`config.mk`:
```
export PLATFORM = sky130hd
export DESIGN_NAME = bkp_switchover
export DESIGN_NICKNAME = d
export VERILOG_FILES = /design/src/rtl/bkp_pkg.sv /design/src/rtl/bkp_sync.sv /design/src/rtl/bkp_cfg_reg.sv /design/src/rtl/bkp_mode_fsm.sv /design/src/rtl/bkp_switchover.sv
export SDC_FILE = /design/constraint.sdc
export NUM_CORES = 1
export LEC_CHECK = 0
export ABC_CLOCK_PERIOD_IN_PS = 1300
export BUFFER_PORTS_ARGS = -buffer_cell sky130_fd_sc_hd__buf_2
export CORE_AREA = 2 2 39 41
export DETAILED_ROUTE_END_ITERATION = 10
export DIE_AREA = 0 0 41 43
export MAX_ROUTING_LAYER = met4
export PLACE_DENSITY_LB_ADDON = 0.3
export RECOVER_POWER = 50
export SLEW_MARGIN = 0
export SYNTH_ARGS = -nofsm -noshare
export SYNTH_HDL_FRONTEND = slang
export SYNTH_SLANG_ARGS = --single-unit
```
`constraint.sdc`:
```
create_clock -name clk -period 1.3 [get_ports clk]
set_input_delay 0.065 -clock clk [delete_from_list [all_inputs] [get_ports clk]]
set_output_delay 0.065 -clock clk [all_outputs]
set_load 0.005 [all_outputs]
```
`src/rtl/bkp_pkg.sv`:
```
package bkp_pkg;

  typedef enum logic {
    SRC_MAIN = 1'b0,
    SRC_BATT = 1'b1
  } src_e;

  typedef struct packed {
    logic lt_batt;
    logic lt_trip;
    logic gt_batt;
    logic gt_trip;
  } cmp_flags_t;

  localparam int unsigned NUM_FLAGS = $bits(cmp_flags_t);

endpackage

```
`src/rtl/bkp_sync.sv`:
```
module bkp_sync #(
  parameter int unsigned WIDTH  = 4,
  parameter int unsigned STAGES = 2
) (
  input  logic             clk,
  input  logic             rst,
  input  logic [WIDTH-1:0] d_async,
  output logic [WIDTH-1:0] q_sync
);

  logic [WIDTH-1:0] chain [STAGES];

  genvar g;
  generate
    for (g = 0; g < STAGES; g++) begin : g_stage
      if (g == 0) begin : g_first
        always_ff @(posedge clk) begin
          if (rst) chain[g] <= '0;
          else     chain[g] <= d_async;
        end
      end else begin : g_next
        always_ff @(posedge clk) begin
          if (rst) chain[g] <= '0;
          else     chain[g] <= chain[g-1];
        end
      end
    end
  endgenerate

  assign q_sync = chain[STAGES-1];

endmodule

```
`src/rtl/bkp_cfg_reg.sv`:
```
module bkp_cfg_reg #(
  parameter logic LEGACY_RST = 1'b1,
  parameter logic KEEP_RST   = 1'b0
) (
  input  logic clk,
  input  logic rst,
  input  logic wr,
  input  logic legacy_d,
  input  logic keep_d,
  output logic legacy_q,
  output logic keep_q
);

  always_ff @(posedge clk) begin
    if (rst) begin
      legacy_q <= LEGACY_RST;
      keep_q   <= KEEP_RST;
    end else if (wr) begin
      legacy_q <= legacy_d;
      keep_q   <= keep_d;
    end
  end

endmodule

```
`src/rtl/bkp_mode_fsm.sv`:
```
module bkp_mode_fsm
  import bkp_pkg::*;
(
  input  logic       clk,
  input  logic       rst,
  input  cmp_flags_t flags,
  input  logic       legacy,
  input  logic       keep,
  output logic       on_batt,
  output logic       bus_en
);

  src_e state_q, state_d;
  logic enter_batt, leave_batt;

  always_comb begin
    if (legacy) begin
      enter_batt = flags.lt_batt;
      leave_batt = flags.gt_batt;
    end else begin
      enter_batt = flags.lt_batt & flags.lt_trip;
      leave_batt = flags.gt_batt | flags.gt_trip;
    end
  end

  always_comb begin
    state_d = state_q;
    unique case (state_q)
      SRC_MAIN: if (enter_batt) state_d = SRC_BATT;
      SRC_BATT: if (leave_batt) state_d = SRC_MAIN;
      default:  state_d = SRC_MAIN;
    endcase
  end

  always_ff @(posedge clk) begin
    if (rst) begin
      state_q <= SRC_MAIN;
      bus_en  <= 1'b1;
    end else begin
      state_q <= state_d;
      bus_en  <= (state_d == SRC_BATT) ? keep : 1'b1;
    end
  end

  assign on_batt = (state_q == SRC_BATT);

endmodule

```
`src/rtl/bkp_switchover.sv`:
```
module bkp_switchover
  import bkp_pkg::*;
#(
  parameter int unsigned SYNC_STAGES = 2,
  parameter logic        LEGACY_RST  = 1'b1,
  parameter logic        KEEP_RST    = 1'b0
) (
  input  logic clk,
  input  logic rst,
  input  logic vdd_lt_batt,
  input  logic vdd_lt_trip,
  input  logic vdd_gt_batt,
  input  logic vdd_gt_trip,
  input  logic cfg_wr,
  input  logic cfg_legacy,
  input  logic cfg_bus_keep,
  output logic supply_batt,
  output logic bus_en
);

  logic [NUM_FLAGS-1:0] flags_raw;
  logic [NUM_FLAGS-1:0] flags_sync;
  logic                 legacy_q;
  logic                 keep_q;

  assign flags_raw = {vdd_lt_batt, vdd_lt_trip, vdd_gt_batt, vdd_gt_trip};

  bkp_sync #(
    .WIDTH  (NUM_FLAGS),
    .STAGES (SYNC_STAGES)
  ) u_sync (
    .clk     (clk),
    .rst     (rst),
    .d_async (flags_raw),
    .q_sync  (flags_sync)
  );

  bkp_cfg_reg #(
    .LEGACY_RST (LEGACY_RST),
    .KEEP_RST   (KEEP_RST)
  ) u_cfg (
    .clk      (clk),
    .rst      (rst),
    .wr       (cfg_wr),
    .legacy_d (cfg_legacy),
    .keep_d   (cfg_bus_keep),
    .legacy_q (legacy_q),
    .keep_q   (keep_q)
  );

  bkp_mode_fsm u_fsm (
    .clk     (clk),
    .rst     (rst),
    .flags   (cmp_flags_t'(flags_sync)),
    .legacy  (legacy_q),
    .keep    (keep_q),
    .on_batt (supply_batt),
    .bus_en  (bus_en)
  );

endmodule

```
## Word-level counts from Yosys, hierarchy flattened

Memory sizes are Yosys's and may differ from the RTL's.
Cells that the tools add are included.
W data, S select, Z words.

- RAM bits: 8
- Logic and storage cells: 22
- Register bits: 4
- Memories kept: 1
- Input bits: 9

- Multiplexer cells: 10
- Reductions and logical operators: 1
- Bitwise gates (word level): 6

Memories:

| memory | words | bits a word | read ports | clocked after Yosys merged registers in | wr ports | line | RTL |
|---|---|---|---|---|---|---|---|
| u_sync.chain | 2 | 4 | 2 | 0 | 2 | bkp_sync.sv:11 | `logic [WIDTH-1:0] chain [STAGES];` |

Operators by type and width:

| cell | number |
|---|---|
| $mux W4 | 2 |
| $mux W1 | 7 |
| $or A1 B1 Y1 | 3 |
| $not A1 Y1 | 2 |
| $pmux W1 S2 | 1 |
| $reduce_or A2 Y1 | 1 |
| $and A1 B1 Y1 | 1 |

## Longest topological paths before layout

- Depth in word-level cells: 6
- Depth in mapped cells: 3
- Mapped depth without buffers: 3

## Cells and area by module

A second synthesis with hierarchy kept.

- Cells, all modules: 31
- Area total of the unflattened synthesis: 370.4 µm²

By module, submodules not included:

| module | area each (µm²) | instances | cells each | sequential area each (µm²) |
|---|---|---|---|---|
| bkp_sync | 210.2 | 1 | 16 | 160.2 |
| bkp_mode_fsm | 91.3 | 1 | 9 | 40.0 |
| bkp_cfg_reg | 68.8 | 1 | 6 | 40.0 |

## Least setup slack after synthesis

No wires, ideal clock.

- Path kind: register to register
- Start point: reg u_fsm.state_q (netlist: u_fsm.on_batt)
- End point: reg u_fsm.bus_en
- Arrival time: 0.980 ns
- Setup time: 0.134 ns
- Clock period less this slack: 1.114 ns
- Path buffers: 0
- Cell stages (with the launch flop): 4
- Setup slack: 0.186 ns
- Cell sequence: dfxtp_1 > or2_1 > a21oi_1 > or4_1

- Longest elaborated chain between the ends: 4

Ends and longest elaborated chain:

| item | line | RTL |
|---|---|---|
| start: declaration | bkp_mode_fsm.sv:13 | `src_e state_q, state_d;` |
| start signal: assignment | bkp_mode_fsm.sv:40 | `state_q <= state_d;` |
| $not A1 Y1 | bkp_mode_fsm.sv:28 | `unique case (state_q)` |
| $pmux W1 S2 * | bkp_mode_fsm.sv:28 |  |
| $not A1 Y1 (no line) * | - |  |
| $reduce_or A2 Y1 (no line) * | - |  |
| end signal: assignment | bkp_mode_fsm.sv:41 | `bus_en <= (state_d == SRC_BATT) ? keep : 1'b1;` |
| end: declaration | bkp_mode_fsm.sv:10 | `output logic bus_en` |

Every way passes the cells marked *; elsewhere a longest branch is shown, timed or not.
A chain may end at the register's enable or synchronous reset.

## Final worst setup path

Same ends and word-level chain as after synthesis.

==> impl_metrics.xml <==
<?xml version="1.0" encoding="UTF-8"?>
<metrics>
  <group name="clocking">
    <metric name="cts_num_sinks" unit="">12</metric>
    <metric name="cts_buffer_count" unit="">3</metric>
    <metric name="cts_root_buf" unit="">sky130_fd_sc_hd__clkbuf_4</metric>
    <metric name="post_cts_resized" unit="">0</metric>
    <metric name="clkLatencyLatePin" unit="ns">0.26</metric>
    <metric name="clkSlewWorstSetupHoldPaths" unit="ns">0.07</metric>
    <metric name="tritoncts" unit="">yes</metric>
    <metric name="clock_tree.buffer_depth" unit="">2</metric>
    <metric name="htree_levels" unit="">1</metric>
  </group>
  <group name="power_and_ir_drop">
    <metric name="pwr_density_cell" unit="nW/µm²">1390</metric>
    <metric name="pwr-share-comb" unit="%">6.6</metric>
    <metric name="share_clk_of_total_power" unit="%">32.6</metric>
    <metric name="power.share.switching" unit="%">19.4</metric>
    <metric name="vdd_ir_drop_max" unit="mV">0.740</metric>
    <metric name="total_switching_power" unit="µW">125</metric>
    <metric name="internal_power" unit="µW">518</metric>
    <metric name="power.leakage" unit="nW">0.197</metric>
    <metric name="share_seq_of_total_power" unit="%">60.8</metric>
  </group>
  <group name="routing">
    <metric name="routed-via-count" unit="">239</metric>
    <metric name="wl" unit="µm">475</metric>
    <metric name="firstDrtPassIters" unit="">2</metric>
    <metric name="detail_route.wl_per_cell" unit="µm">7.79</metric>
    <metric name="initialDrtViolationCount" unit="">1</metric>
    <metric name="antenna_left" unit="">0</metric>
    <metric name="drt-vias-per-instance" unit="">3.92</metric>
    <metric name="drc" unit="">0</metric>
  </group>
  <group name="synthesis">
    <metric name="syn_nets" unit="">41</metric>
    <metric name="yosysTopAreaCellShare" unit="%">66.0</metric>
    <metric name="yosys-top-cells-area" unit="">sky130_fd_sc_hd__dfxtp_1 (66%), sky130_fd_sc_hd__nor2b_1 (15%), sky130_fd_sc_hd__mux2i_1 (5.5%)</metric>
    <metric name="mean_cell_area_of_the_mapped_netlist" unit="µm²">11.4</metric>
    <metric name="synth_top_area_cell" unit="">sky130_fd_sc_hd__dfxtp_1</metric>
    <metric name="ys_types" unit="">12</metric>
    <metric name="seq_area_frac_synth" unit="%">66.0</metric>
    <metric name="yosysWarningCount" unit="">0</metric>
    <metric name="yosys_register_bits" unit="">12</metric>
    <metric name="postSynthCellCount" unit="">32</metric>
    <metric name="synth_cell_area" unit="µm²">364</metric>
  </group>
  <group name="finish">
    <metric name="share_of_the_core_filled_with_cells" unit="%">33.4</metric>
    <metric name="fin_cells" unit="">61</metric>
    <metric name="antennaDiodeCount" unit="">0</metric>
    <metric name="multiInputGateArea" unit="µm²">116</metric>
    <metric name="area.sequential" unit="µm²">240</metric>
    <metric name="finalNetCount" unit="">56</metric>
    <metric name="layout_commonest_cell" unit="">sky130_fd_sc_hd__dfxtp_1</metric>
    <metric name="area.growth.synth_to_final" unit="%">26.8</metric>
    <metric name="most-common-layout-cells" unit="">sky130_fd_sc_hd__dfxtp_1 (12), sky130_fd_sc_hd__nor2b_1 (9), sky130_fd_sc_hd__buf_2 (9)</metric>
    <metric name="post_route_cells_drive_above_1_share" unit="%">26.7</metric>
    <metric name="layout.cell_area.non_filler" unit="µm²">462</metric>
    <metric name="fill_cells" unit="">152</metric>
  </group>
  <group name="die">
    <metric name="design.portCount" unit="">11</metric>
    <metric name="fp.dieArea" unit="µm²">1760</metric>
    <metric name="dieWidth" unit="µm">41</metric>
    <metric name="initial_core_util" unit="%">26.3</metric>
    <metric name="fp.dieH" unit="µm">43</metric>
    <metric name="placement_rows" unit="">14</metric>
    <metric name="design.core.area" unit="µm²">1380</metric>
  </group>
  <group name="critical_path">
    <metric name="slowest_delay" unit="ns">0.46</metric>
    <metric name="worst_r2r_startpoint" unit="">u_fsm.on_batt</metric>
    <metric name="worstSetupEndpointType" unit="">register</metric>
    <metric name="worst_ep_required_time" unit="ns">1.44</metric>
    <metric name="cp-startpoint" unit="">u_fsm.on_batt</metric>
    <metric name="critical-path-slowest-cell" unit="">sky130_fd_sc_hd__or4_1</metric>
    <metric name="timing.critical_path.fanout_max" unit="">4</metric>
    <metric name="worst_setup_path_start_kind" unit="">register</metric>
    <metric name="timing.critical_path.cells" unit="">or2_1 -&gt; a21oi_1 -&gt; or4_1</metric>
    <metric name="crit_type" unit="">register to register</metric>
    <metric name="crit_arrival" unit="ns">1.27</metric>
  </group>
  <group name="grt">
    <metric name="grt_overflow" unit="">0</metric>
    <metric name="grt_max_degree" unit="">13</metric>
    <metric name="globalRouteTotalUtil" unit="%">8.81</metric>
    <metric name="first_global_vias" unit="">232</metric>
    <metric name="grt_pass1_wl" unit="µm">924</metric>
    <metric name="antenna_found_initial" unit="">0</metric>
  </group>
  <group name="job">
    <metric name="drv_cap" unit="">0</metric>
  </group>
  <group name="worst_hold_path">
    <metric name="timing.hold.worst.class" unit="">input pin to register</metric>
    <metric name="timing.hold.worst.start" unit="">vdd_gt_trip</metric>
  </group>
  <group name="timing">
    <metric name="unrepaired_setup_endpoints_after_global_routing" unit="">no</metric>
    <metric name="setup-tns-final" unit="ns">0</metric>
    <metric name="timing_max_transition_violations_final" unit="">0</metric>
    <metric name="final-setup-viol-count" unit="">0</metric>
    <metric name="worst_pin_slew" unit="ns">0.476</metric>
    <metric name="fmaxAchievable" unit="GHz">0.883</metric>
    <metric name="timing.final.crit_share" unit="%">87.1</metric>
    <metric name="headroom_to_the_max_slew_limit" unit="%">68.3</metric>
    <metric name="fin_skew" unit="ns">0.00460</metric>
    <metric name="period_minus_slack" unit="ns">1.13</metric>
    <metric name="final_hold_viol_count" unit="">0</metric>
  </group>
  <group name="placed_design">
    <metric name="port_buffers" unit="">10</metric>
    <metric name="dp_cells" unit="">57</metric>
    <metric name="gpl.final_weighted_congestion" unit="">0.594</metric>
    <metric name="detailed_place.area" unit="µm²">430</metric>
  </group>
  <group name="outcome">
    <metric name="outcome" unit="">completed</metric>
  </group>
</metrics>
final timing paths:
path / endpoint / slack, ns / cells after the start
worst max-delay path: u_fsm.bus_en / 0.17 / 3
worst max register to register: u_fsm.bus_en / 0.17 / 3
worst min register to register: u_sync.chain[1][2] / 0.43 / 1
worst min-delay path: u_sync.chain[0][0] / 0.008 / 2
state kept, by name, summed over array words and instances (netlist names):
register / count
u_fsm.on_batt: 1
u_cfg.keep_q: 1
u_sync.chain: 8
u_cfg.legacy_q: 1
u_fsm.bus_en: 1
kinds of logic after synthesis:
group                  Yosys count  synth area share (%)
multiplexers                     2                  5.50
AO/OA/AOI/OAI                    2                  3.78
flip-flops                      12                  66.0
buffers and inverters            2                  2.06
AND/OR/NAND/NOR                 14                  22.7
through the flow:
| stage | worst slack (ns) | hold WS (ns) | power, mW |
|---|---|---|---|
| 5_1_grt | 0.0884 | 0.0154 | 0.686 |
| 3_3_place_gp | 0.196 | 0.274 | 0.441 |
| 3_5_place_dp | 0.158 | 0.275 | 0.442 |
| 4_1_cts | 0.154 | 0.00182 | 0.659 |
| 6_report | 0.168 | 0.00795 | 0.643 |
| 2_1_floorplan | 0.186 | 0.137 | 0.422 |
layer usage:
layer	global-route usage, %	wire [µm]
met1	9.54	206
met2	10.0	224
met3	7.85	44
met4	6.00	0
met5	-	0
Yosys cell counts:
cell                       count
sky130_fd_sc_hd__nor3_1        1
sky130_fd_sc_hd__nor2_1        1
sky130_fd_sc_hd__nand2_1       1
sky130_fd_sc_hd__clkbuf_1      1
sky130_fd_sc_hd__a21oi_1       1
sky130_fd_sc_hd__mux2i_1       2
sky130_fd_sc_hd__nor2b_1       9
sky130_fd_sc_hd__inv_1         1
sky130_fd_sc_hd__dfxtp_1      12
sky130_fd_sc_hd__a211o_1       1
sky130_fd_sc_hd__or4_1         1
sky130_fd_sc_hd__or2_1         1
critical path: cells and delay by family (launching register included):
| family | cells | cell delay (ns) |
|---|---|---|
| compound gates | 1 | 0.07 |
| simple gates | 2 | 0.58 |
| flops | 1 | 0.37 |
power groups by stage:
stage / clock network (mW) / logic (mW) / registers, mW
2_1_floorplan: 0 / 0.0234 / 0.399
6_report: 0.210 / 0.0423 / 0.391
3_3_place_gp: 0 / 0.0409 / 0.400
4_1_cts: 0.223 / 0.0439 / 0.391
5_1_grt: 0.243 / 0.0496 / 0.394
3_5_place_dp: 0 / 0.0416 / 0.400
what timing repair did:
item | CTS | global route
hold buffers | 1 | 0
setup buffers | 0 | 0
endpoints found under the hold margin | 1 | 0
final cells by class:
type / count / share of cell area [%]
Clock buffer: 3 / 4.88
Timing Repair Buffer: 11 / 12.7
Sequential cell: 12 / 52.0
Inverter: 1 / 0.813
Multi-Input combinational cell: 18 / 25.2
Tap cell: 16 / 4.34
Power figures use the tool's default switching activity.
